File: config.mk
export PLATFORM = sky130hd
export DESIGN_NAME = irq_vector_ctrl
export DESIGN_NICKNAME = d
export VERILOG_FILES = /design/src/rtl/irqv_pkg.sv /design/src/rtl/irqv_flag_bank.sv /design/src/rtl/irqv_key_group.sv /design/src/rtl/irqv_seq.sv /design/src/rtl/irq_vector_ctrl.sv
export SDC_FILE = /design/constraint.sdc
export NUM_CORES = 1
export LEC_CHECK = 0
export ABC_AREA = 1
export BUFFER_PORTS_ARGS = -buffer_cell sky130_fd_sc_hd__buf_2
export CORE_AREA = 2 2 80 82
export DETAILED_ROUTE_END_ITERATION = 10
export DIE_AREA = 0 0 82 84
export PLACE_DENSITY_LB_ADDON = 0.08
export SYNTH_ARGS = -nofsm -noshare
export SYNTH_HDL_FRONTEND = slang
export SYNTH_SLANG_ARGS = --single-unit
File: constraint.sdc
create_clock -name clk -period 1.7 [get_ports clk]
set_input_delay 0.17 -clock clk [delete_from_list [all_inputs] [get_ports clk]]
set_output_delay 0.17 -clock clk [all_outputs]
set_load 0.1 [all_outputs]
File: src/rtl/irqv_pkg.sv
package irqv_pkg;
  localparam int ADDR_W = 4;
  localparam int DATA_W = 4;
  localparam int GRP_N  = 4;

  localparam logic [ADDR_W-1:0] A_CT_MASK  = 4'd0;
  localparam logic [ADDR_W-1:0] A_CT_FLAG  = 4'd1;
  localparam logic [ADDR_W-1:0] A_SW_MASK  = 4'd2;
  localparam logic [ADDR_W-1:0] A_SW_FLAG  = 4'd3;
  localparam logic [ADDR_W-1:0] A_SIO_MASK = 4'd4;
  localparam logic [ADDR_W-1:0] A_SIO_FLAG = 4'd5;
  localparam logic [ADDR_W-1:0] A_KG0_MASK = 4'd6;
  localparam logic [ADDR_W-1:0] A_KG0_CMP  = 4'd7;
  localparam logic [ADDR_W-1:0] A_KG1_CTL  = 4'd8;
  localparam logic [ADDR_W-1:0] A_KG2_MASK = 4'd9;
  localparam logic [ADDR_W-1:0] A_KEY_FLAG = 4'd10;
  localparam logic [ADDR_W-1:0] A_IE       = 4'd11;

  // vector bit order decoded by the CPU jump logic
  typedef struct packed {
    logic stopwatch;
    logic clock_timer;
    logic key;
    logic serial;
  } grp_pend_t;
endpackage

File: src/rtl/irqv_flag_bank.sv
module irqv_flag_bank #(
  parameter int N           = 3,
  parameter bit FALL_DETECT = 1'b1
) (
  input  logic         clk,
  input  logic         rst_n,
  input  logic [N-1:0] src_i,
  input  logic         clr_i,
  output logic [N-1:0] flag_o
);
  logic [N-1:0] set_ev;
  logic [N-1:0] flag_q;

  generate
    if (FALL_DETECT) begin : g_fall
      logic [N-1:0] prev_q;
      always_ff @(posedge clk) begin
        if (!rst_n) prev_q <= '0;
        else        prev_q <= src_i;
      end
      assign set_ev = prev_q & ~src_i;
    end else begin : g_pulse
      assign set_ev = src_i;
    end
  endgenerate

  // a set event in the clearing cycle survives
  always_ff @(posedge clk) begin
    if (!rst_n) flag_q <= '0;
    else        flag_q <= (clr_i ? '0 : flag_q) | set_ev;
  end

  assign flag_o = flag_q;

  generate
    for (genvar i = 0; i < N; i++) begin : g_chk

      set_beats_clear_chk: assert property (@(posedge clk) disable iff (!rst_n)
        (clr_i && set_ev[i]) |=> flag_q[i]);

      flag_hold_chk: assert property (@(posedge clk) disable iff (!rst_n)
        (flag_q[i] && !clr_i) |=> flag_q[i]);
    end
  endgenerate
endmodule

File: src/rtl/irqv_key_group.sv
module irqv_key_group #(
  parameter int N        = 4,
  parameter bit CMP_MODE = 1'b1
) (
  input  logic         clk,
  input  logic         rst_n,
  input  logic [N-1:0] pin_i,
  input  logic [N-1:0] cmp_i,
  input  logic [N-1:0] mask_i,
  input  logic         clr_i,
  output logic         flag_o
);
  logic [N-1:0] prev_q;
  logic [N-1:0] edge_ev;
  logic         set_ev;
  logic         flag_q;

  always_ff @(posedge clk) begin
    if (!rst_n) prev_q <= '0;
    else        prev_q <= pin_i;
  end

  generate
    if (CMP_MODE) begin : g_cmp
      assign edge_ev = ~(prev_q ^ cmp_i) & (pin_i ^ cmp_i);
    end else begin : g_rise
      logic cmp_unused;
      assign cmp_unused = ^cmp_i;
      assign edge_ev = ~prev_q & pin_i;
    end
  endgenerate

  assign set_ev = |(edge_ev & mask_i);

  always_ff @(posedge clk) begin
    if (!rst_n) flag_q <= 1'b0;
    else        flag_q <= (clr_i ? 1'b0 : flag_q) | set_ev;
  end

  assign flag_o = flag_q;


  masked_pins_quiet_chk: assert property (@(posedge clk) disable iff (!rst_n)
    (!flag_q && mask_i == '0) |=> !flag_q);

  key_set_beats_clear_chk: assert property (@(posedge clk) disable iff (!rst_n)
    set_ev |=> flag_q);
endmodule

File: src/rtl/irqv_seq.sv
module irqv_seq #(
  parameter int ENTRY_CYCLES = 12,
  parameter int VEC_W        = 4
) (
  input  logic             clk,
  input  logic             rst_n,
  input  logic [VEC_W-1:0] pend_i,
  input  logic             ie_wr_i,
  input  logic             ie_wdata_i,
  input  logic             int_ack_i,
  input  logic             halt_i,
  input  logic             wdt_rst_i,
  input  logic             wdt_en_i,
  output logic             ie_o,
  output logic             int_req_o,
  output logic [VEC_W-1:0] vec_o,
  output logic             busy_o,
  output logic             clk_en_o
);
  localparam int CNT_W = $clog2(ENTRY_CYCLES + 1);

  logic             ie_q;
  logic             busy_q;
  logic [CNT_W-1:0] cnt_q;
  logic [VEC_W-1:0] vec_q;
  logic             halted_q;
  logic             accept;
  logic             wake;

  assign int_req_o = ie_q & ~busy_q & (|pend_i);
  assign accept    = int_req_o & int_ack_i;
  assign wake      = (ie_q & (|pend_i)) | (wdt_rst_i & wdt_en_i);

  always_ff @(posedge clk) begin
    if (!rst_n)       ie_q <= 1'b0;
    else if (accept)  ie_q <= 1'b0;
    else if (ie_wr_i) ie_q <= ie_wdata_i;
  end

  always_ff @(posedge clk) begin
    if (!rst_n) begin
      busy_q <= 1'b0;
      cnt_q  <= '0;
      vec_q  <= '0;
    end else if (accept) begin
      busy_q <= 1'b1;
      cnt_q  <= CNT_W'(ENTRY_CYCLES - 1);
      vec_q  <= pend_i;
    end else if (busy_q) begin
      if (cnt_q == '0) busy_q <= 1'b0;
      else             cnt_q  <= cnt_q - 1'b1;
    end
  end

  always_ff @(posedge clk) begin
    if (!rst_n)                halted_q <= 1'b0;
    else if (halt_i)           halted_q <= 1'b1;
    else if (halted_q && wake) halted_q <= 1'b0;
  end

  assign ie_o     = ie_q;
  assign vec_o    = vec_q;
  assign busy_o   = busy_q;
  assign clk_en_o = ~halted_q;


  ack_drops_ie_chk: assert property (@(posedge clk) disable iff (!rst_n)
    (int_req_o && int_ack_i) |=> (!ie_q && busy_q));

  captured_vec_nonzero_chk: assert property (@(posedge clk) disable iff (!rst_n)
    (int_req_o && int_ack_i) |=> (vec_q != '0));

  vec_hold_chk: assert property (@(posedge clk) disable iff (!rst_n)
    (busy_q && cnt_q != '0) |=> (busy_q && $stable(vec_q)));

  entry_count_bound_chk: assert property (@(posedge clk) disable iff (!rst_n)
    busy_q |-> (cnt_q < CNT_W'(ENTRY_CYCLES)));

  wake_on_req_chk: assert property (@(posedge clk) disable iff (!rst_n)
    (!clk_en_o && ie_q && (|pend_i) && !halt_i) |=> clk_en_o);

  no_wake_chk: assert property (@(posedge clk) disable iff (!rst_n)
    (!clk_en_o && !ie_q && !(wdt_rst_i && wdt_en_i)) |=> !clk_en_o);
endmodule

File: src/rtl/irq_vector_ctrl.sv
module irq_vector_ctrl #(
  parameter int          CT_N         = 3,
  parameter int          SW_N         = 2,
  parameter int          KG0_N        = 4,
  parameter int          KG2_N        = 4,
  parameter int          ENTRY_CYCLES = 12,
  parameter logic [3:0]  VEC_PAGE     = 4'h1
) (
  input  logic             clk,
  input  logic             rst_n,
  input  logic [CT_N-1:0]  ct_tick_i,
  input  logic [SW_N-1:0]  sw_tick_i,
  input  logic             sio_done_i,
  input  logic [KG0_N-1:0] kg0_pin_i,
  input  logic             kg1_pin_i,
  input  logic [KG2_N-1:0] kg2_pin_i,
  input  logic             reg_wr_i,
  input  logic             reg_rd_i,
  input  logic [3:0]       reg_addr_i,
  input  logic [3:0]       reg_wdata_i,
  output logic [3:0]       reg_rdata_o,
  output logic             int_req_o,
  input  logic             int_ack_i,
  output logic [7:0]       int_addr_o,
  output logic             entry_busy_o,
  input  logic             halt_i,
  input  logic             wdt_rst_i,
  input  logic             wdt_en_i,
  output logic             cpu_clk_en_o
);
  import irqv_pkg::*;

  logic [CT_N-1:0]  ct_mask_q,  ct_flag;
  logic [SW_N-1:0]  sw_mask_q,  sw_flag;
  logic             sio_mask_q;
  logic [0:0]       sio_flag;
  logic [KG0_N-1:0] kg0_mask_q, kg0_cmp_q;
  logic             kg1_mask_q, kg1_cmp_q;
  logic [KG2_N-1:0] kg2_mask_q;
  logic             kg0_flag, kg1_flag, kg2_flag;
  logic             ie;
  logic [GRP_N-1:0] vec;
  grp_pend_t        pend;

  logic wr_hit, rd_hit;
  assign wr_hit = reg_wr_i;
  assign rd_hit = reg_rd_i;

  always_ff @(posedge clk) begin
    if (!rst_n) begin
      ct_mask_q  <= '0;
      sw_mask_q  <= '0;
      sio_mask_q <= 1'b0;
      kg0_mask_q <= '0;
      kg0_cmp_q  <= '0;
      kg1_mask_q <= 1'b0;
      kg1_cmp_q  <= 1'b0;
      kg2_mask_q <= '0;
    end else if (wr_hit) begin
      case (reg_addr_i)
        A_CT_MASK:  ct_mask_q  <= CT_N'(reg_wdata_i);
        A_SW_MASK:  sw_mask_q  <= SW_N'(reg_wdata_i);
        A_SIO_MASK: sio_mask_q <= reg_wdata_i[0];
        A_KG0_MASK: kg0_mask_q <= KG0_N'(reg_wdata_i);
        A_KG0_CMP:  kg0_cmp_q  <= KG0_N'(reg_wdata_i);
        A_KG1_CTL: begin
          kg1_mask_q <= reg_wdata_i[0];
          kg1_cmp_q  <= reg_wdata_i[1];
        end
        A_KG2_MASK: kg2_mask_q <= KG2_N'(reg_wdata_i);
        default: ;
      endcase
    end
  end

  irqv_flag_bank #(.N(CT_N), .FALL_DETECT(1'b1)) u_ct (
    .clk(clk), .rst_n(rst_n), .src_i(ct_tick_i),
    .clr_i(rd_hit && reg_addr_i == A_CT_FLAG), .flag_o(ct_flag));

  irqv_flag_bank #(.N(SW_N), .FALL_DETECT(1'b1)) u_sw (
    .clk(clk), .rst_n(rst_n), .src_i(sw_tick_i),
    .clr_i(rd_hit && reg_addr_i == A_SW_FLAG), .flag_o(sw_flag));

  irqv_flag_bank #(.N(1), .FALL_DETECT(1'b0)) u_sio (
    .clk(clk), .rst_n(rst_n), .src_i(sio_done_i),
    .clr_i(rd_hit && reg_addr_i == A_SIO_FLAG), .flag_o(sio_flag));

  logic key_clr;
  assign key_clr = rd_hit && reg_addr_i == A_KEY_FLAG;

  irqv_key_group #(.N(KG0_N), .CMP_MODE(1'b1)) u_kg0 (
    .clk(clk), .rst_n(rst_n), .pin_i(kg0_pin_i), .cmp_i(kg0_cmp_q),
    .mask_i(kg0_mask_q), .clr_i(key_clr), .flag_o(kg0_flag));

  irqv_key_group #(.N(1), .CMP_MODE(1'b1)) u_kg1 (
    .clk(clk), .rst_n(rst_n), .pin_i(kg1_pin_i), .cmp_i(kg1_cmp_q),
    .mask_i(kg1_mask_q), .clr_i(key_clr), .flag_o(kg1_flag));

  irqv_key_group #(.N(KG2_N), .CMP_MODE(1'b0)) u_kg2 (
    .clk(clk), .rst_n(rst_n), .pin_i(kg2_pin_i), .cmp_i('0),
    .mask_i(kg2_mask_q), .clr_i(key_clr), .flag_o(kg2_flag));

  assign pend.serial      = sio_flag[0] & sio_mask_q;
  assign pend.key         = kg0_flag | kg1_flag | kg2_flag;
  assign pend.clock_timer = |(ct_flag & ct_mask_q);
  assign pend.stopwatch   = |(sw_flag & sw_mask_q);

  irqv_seq #(.ENTRY_CYCLES(ENTRY_CYCLES), .VEC_W(GRP_N)) u_seq (
    .clk(clk), .rst_n(rst_n), .pend_i(pend),
    .ie_wr_i(wr_hit && reg_addr_i == A_IE), .ie_wdata_i(reg_wdata_i[0]),
    .int_ack_i(int_ack_i), .halt_i(halt_i), .wdt_rst_i(wdt_rst_i),
    .wdt_en_i(wdt_en_i), .ie_o(ie), .int_req_o(int_req_o), .vec_o(vec),
    .busy_o(entry_busy_o), .clk_en_o(cpu_clk_en_o));

  assign int_addr_o = {VEC_PAGE, vec};

  always_comb begin
    reg_rdata_o = '0;
    case (reg_addr_i)
      A_CT_MASK:  reg_rdata_o = DATA_W'(ct_mask_q);
      A_CT_FLAG:  reg_rdata_o = DATA_W'(ct_flag);
      A_SW_MASK:  reg_rdata_o = DATA_W'(sw_mask_q);
      A_SW_FLAG:  reg_rdata_o = DATA_W'(sw_flag);
      A_SIO_MASK: reg_rdata_o = DATA_W'(sio_mask_q);
      A_SIO_FLAG: reg_rdata_o = DATA_W'(sio_flag);
      A_KG0_MASK: reg_rdata_o = DATA_W'(kg0_mask_q);
      A_KG0_CMP:  reg_rdata_o = DATA_W'(kg0_cmp_q);
      A_KG1_CTL:  reg_rdata_o = DATA_W'({kg1_cmp_q, kg1_mask_q});
      A_KG2_MASK: reg_rdata_o = DATA_W'(kg2_mask_q);
      A_KEY_FLAG: reg_rdata_o = DATA_W'({kg2_flag, kg1_flag, kg0_flag});
      A_IE:       reg_rdata_o = DATA_W'(ie);
      default:    reg_rdata_o = '0;
    endcase
  end


  req_needs_pending_chk: assert property (@(posedge clk) disable iff (!rst_n)
    int_req_o |-> (|{pend.stopwatch, pend.clock_timer, pend.key, pend.serial}));

  quiet_during_entry_chk: assert property (@(posedge clk) disable iff (!rst_n)
    entry_busy_o |-> !int_req_o);
endmodule

== After elaboration in Yosys (flattened, before gate mapping) ==
Index checks and enable logic that the tools add are counted.
Widths: inputs -> output; s select.

* Bits in registers: 54
* Output and inout port bits: 15
* Logic and storage cells: 116

* Add/sub/neg operators: 1
* Equality and inequality tests: 12
* Mux-type cells: 15
* Bitwise gates (word level): 38
* Reductions and logical operators: 25

{| class="wikitable"
|+ Operator list
! operator !! count
|-
| $pmux 4 s12 || 1
|-
| $reduce_and 2->1 || 9
|-
| $and 4x4->4 || 4
|-
| $eq 4x3->1 const B || 4
|-
| $eq 4x4->1 const B || 4
|-
| $mux 4 || 3
|-
| $mux 1 || 9
|-
| $and 1x1->1 || 8
|-
| $eq 4x2->1 const B || 2
|-
| $logic_not 4->1 || 2
|-
| $not 4->4 || 2
|-
| $reduce_or 4->1 || 2
|-
| $xor 4x4->4 || 2
|-
| $or 1x1->1 || 7
|-
| $reduce_or 7->1 || 1
|-
| $and 3x3->3 || 2
|-
| $logic_and 1x1->1 || 6
|-
| $not 1->1 || 5
|-
| $and 2x2->2 || 2
|-
| $eq 4x1->1 const B || 1
|-
| $reduce_bool 2->1 || 2
|-
| $reduce_or 2->1 || 2
|-
| $sub 4x1->4 const B || 1
|-
| $mux 3 || 1
|-
| 8 further kinds || 9
|}

== Longest topological paths before layout ==
* Depth in word-level cells: 8
* Depth in mapped cells: 8
* Gate-level depth less buffers: 8

== Cells and area by module ==
From an unflattened synthesis, not the netlist that was laid out.

* Cells, all modules: 397
* Area, all modules: 2643.8 µm²

{| class="wikitable"
|+ Modules (own cells, without submodules)
! module !! instances !! cells each !! area each (µm²) !! sequential area each (µm²)
|-
| irq_vector_ctrl || 1 || 189 || 1181.1 || 400.4
|-
| irqv_seq || 1 || 73 || 539.3 || 220.2
|-
| irqv_key_group at u_kg0 || 1 || 43 || 257.7 || 100.1
|-
| irqv_flag_bank at u_ct || 1 || 26 || 198.9 || 120.1
|-
| irqv_key_group at u_kg2 || 1 || 27 || 191.4 || 100.1
|-
| irqv_flag_bank at u_sw || 1 || 18 || 135.1 || 80.1
|-
| irqv_key_group at u_kg1 || 1 || 15 || 96.3 || 40.0
|-
| irqv_flag_bank at u_sio || 1 || 6 || 43.8 || 20.0
|}

== Worst setup path after synthesis ==
Ideal clock, no wire load.

* Path type: input to output
* Start: input reg_addr_i[2]
* End: output reg_rdata_o[2]
* Data arrival time: 2641 ps
* Setup slack: -1111 ps
* Cell stages on the path: 5
* Path buffers: 0
* Path through: inv_1 > nand2_1 > inv_1 > nand2_1 > o21ai_0

* Cells in the longest elaborated chain, start to end: 2
* Elaborated cells between the ends (all ways): 13

{| class="wikitable"
|+ RTL lines
! item !! line !! RTL
|-
| from (decl) || irq_vector_ctrl.sv:19 || <nowiki>input logic [3:0] reg_addr_i,</nowiki>
|-
| $eq 4x4->1, or another cell as far along || irq_vector_ctrl.sv:119 || <nowiki>case (reg_addr_i)</nowiki>
|-
| $pmux 4 s12 * || irq_vector_ctrl.sv:119 ||
|-
| to (decl) || irq_vector_ctrl.sv:21 || <nowiki>output logic [3:0] reg_rdata_o,</nowiki>
|}

Every way passes the cells marked *; elsewhere a longest branch is shown, timed or not.

== Worst setup path after layout ==
* Start: register u_kg2.flag_q (netlist: u_kg2.flag_o)
* End: output int_req_o

* Cells in the longest elaborated chain, start to end: 3

{| class="wikitable"
|+ RTL lines
! item !! line !! RTL
|-
| from (decl) || irqv_key_group.sv:16 || <nowiki>logic flag_q;</nowiki>
|-
| from (signal assigned) || irqv_key_group.sv:37 || <nowiki>else flag_q <= (clr_i ? 1'b0 : flag_q) | set_ev;</nowiki>
|-
| $or 1x1->1 || irq_vector_ctrl.sv:104 || <nowiki>assign pend.key = kg0_flag | kg1_flag | kg2_flag;</nowiki>
|-
| $reduce_or 7->1 || irqv_seq.sv:30 || <nowiki>assign int_req_o = ie_q & ~busy_q & (|pend_i);</nowiki>
|-
| $and 1x1->1 || irqv_seq.sv:30 ||
|-
| to (decl) || irq_vector_ctrl.sv:22 || <nowiki>output logic int_req_o,</nowiki>
|}

No other way between the ends.

==> reports/metrics.cfg <==
[yosys]
netlist_instances=381
ys_seq_elements=54
syn-cell-area_um2=2559
ys_seq_area_share_pct=42.25
synth.avg_cell_area_um2=6.716
synth_warnings=0
synth.distinct_cells=25

[drt]
num_vias=2395
wl_mm=5.836
avgRoutedWirePerCell_um=11.53
final_antenna_net_count=0
vias_per_cell=4.733
dr.pass1.iters=4
route.detailed.drc=0
drtIter0Drc=102

[cells_and_area]
antenna_cells=0
nNetsFinal=461
syn2layout_area_growth_pct=21.17
finish.utilization_pct=50.86
drive_gt1_share_pct=18.41
mostFrequentLayoutCells=104 x nand2_1, 58 x inv_1, 52 x dfxtp_1
multi_input_comb_area_um2=1227
final_common_cell=nand2_1
fill_cells=650
register_area_um2=1084

[power_and_ir_drop]
power_density_nw_per_um2=767.4
ir_worst_vdd_uv=555.8
p_leak_uw=0.001398
p_total_uw=2379

[clocking]
htree_levels=2
cts-root-buf=clkbuf_8
cts_tree=done
clock_sinks=54
clock_path_buffers=2
cts-hold-fix-buffers=0
numCtsBuffers=5
clk_pin_slew_worst_paths_ns=0.10
worstSkewPairLatency_ns=0.31

[worst_setup_path]
cp_max_fo=4
cp.required_ns=1.53
crit_top_cell=nand2_2
critical_path_class=flop to primary output
cp_top_family=simple AND/OR/NAND/NOR gates
startpoint_type=flop
critical_path.cell_chain=nor2_2 > nand2_2 > nor2_1 > nand2_2 > nand2_2 > clkinvlp_4 > buf_12
slowest_delay_ns=0.34
cp-end-kind=primary output
worst-path-buf-inv=2
rrSetupSlack_ns=0.23
slowest_stage=dfxtp_2
arrival_ns=1.42

[placed_design]
port_buffers=41
place.detailed.hpwl_mm=4.522
gp_congestion=0.8776
pre_cts_ws_ns=0.1951

[global_routing]
grt-ovfl-total=0
grtUsageTotal_pct=18.57
grt_pass1_vias=2248
antenna_found_initial=0
grt_max_degree=23
grt_first_pass_wirelength_mm=9.963

[floorplanning]
die_area_um2=6888
die_h_um=84
coreArea_um2=6096
start_util_pct=41.97
placementRows=29
die_x_um=82
io_pins=46

[timing]
fin_skew_ns=0.006511
layout_min_cycle_time_ns=1.589
fmax_ghz=0.6292
drv_slew=0
setup_ws_ns=0.1107
fin_crit_sh_pct=93.49
fin_hold_ws_ns=0.04892
rsz0062_at_grt=false
hold_violations=0
setup_viol=0

[flow_run]
maxCapViolCount=0

[outcome]
status=finished, final reports clean

[min_path]
hp-class=input pin to flop

## power breakdown
part | internal, uW | switching (uW)
sequential | 1300 | 20.2
clock | 330 | 409
combinational | 99.8 | 218
## metal layers
layer / vias up / track usage [%] / wire [um]
met2: 40 / 30.67 / 2779
met5: - / 0 / 0
li1: 1287 / - / -
met4: 0 / 6.364 / 74
met3: 7 / 2.814 / 210
met1: 1061 / 24.29 / 2772
## synthesized netlist by cell type (all sizes together)
library cell / number / area share, %
nand2: 110 / 16
inv: 62 / 9.1
dfxtp: 54 / 42
a21oi: 37 / 7.2
nor2: 35 / 5.9
nand3: 26 / 5.3
o21ai: 20 / 3.9
nand4: 9 / 2.2
buf: 6 / 1.8
clkbuf: 5 / 0.73
nand3b: 3 / 0.88
o211ai: 3 / 0.88
conb: 2 / 0.29
ha: 2 / 0.98
a21boi: 1 / 0.44
and2b: 1 / 0.34
nor3: 1 / 0.20
nor4: 1 / 0.24
o2bb2ai: 1 / 0.34
or2: 1 / 0.24
xor2: 1 / 0.34
## cell families (layout without fill, tap and decap cells)
| logic type | after synthesis | count (layout) | synth area share [%] |
|---|---|---|---|
| other cells | 2 | 4 | 0.2935 |
| buf+inv | 73 | 119 | 11.59 |
| xor+xnor | 1 | 1 | 0.3424 |
| simple gates | 187 | 187 | 31.74 |
| flops | 54 | 54 | 42.25 |
| fa+ha+maj | 2 | 2 | 0.9778 |
| compound gates | 62 | 62 | 12.81 |
## path summary, 6_finish.rpt
check | from | endpoint | cells past startpoint
worst min register to register | u_ct.g_fall.prev_q[1] | u_ct.flag_o[1] | 2
worst max register to register | u_kg2.flag_o | u_seq.cnt_q[2] | 9
worst min-delay path | kg2_pin_i[1] | u_kg2.prev_q[1] | 3
worst max-delay path | u_kg2.flag_o | int_req_o | 7
## state kept, by name (all words and copies together) (netlist names), 4 cells and up
| name | cells |
|---|---|
| u_seq.cnt_q | 4 |
| u_seq.vec_o | 4 |
| u_kg2.prev_q | 4 |
| u_kg0.prev_q | 4 |
| kg0_mask_q | 4 |
| kg2_mask_q | 4 |
| kg0_cmp_q | 4 |
## cell type report
type / instances / area share [%]
Clock buffer: 7 / 2.785
Clock inverter: 1 / 0.1614
Inverter: 62 / 8.434
Multi-Input combinational cell: 256 / 39.59
Sequential cell: 54 / 34.95
Tap cell: 77 / 3.107
Timing Repair Buffer: 49 / 10.98
## metrics by stage
stage	TNS, ns	cells	cell area, um2
global route	0	506	3100
CTS	0	503	3067
global placement	0	495	2973
finish	0	506	3100
detailed placement	0	495	2973
floorplan	-0.5352	383	2623
## tightest hold or removal path: cells and delay by family
| family | cells | cell delay (ns) |
|---|---|---|
| buffers and inverters | 2 | 0.13 |
| AND/OR/NAND/NOR | 1 | 0.04 |
## timing repair
action                                  CTS  global route
endpoints found under the setup margin    1             1
pin swaps                                 0             3
buffers inserted                          0             3
resized for setup                         1             5
No activity file was read; power rests on OpenSTA's default activity.
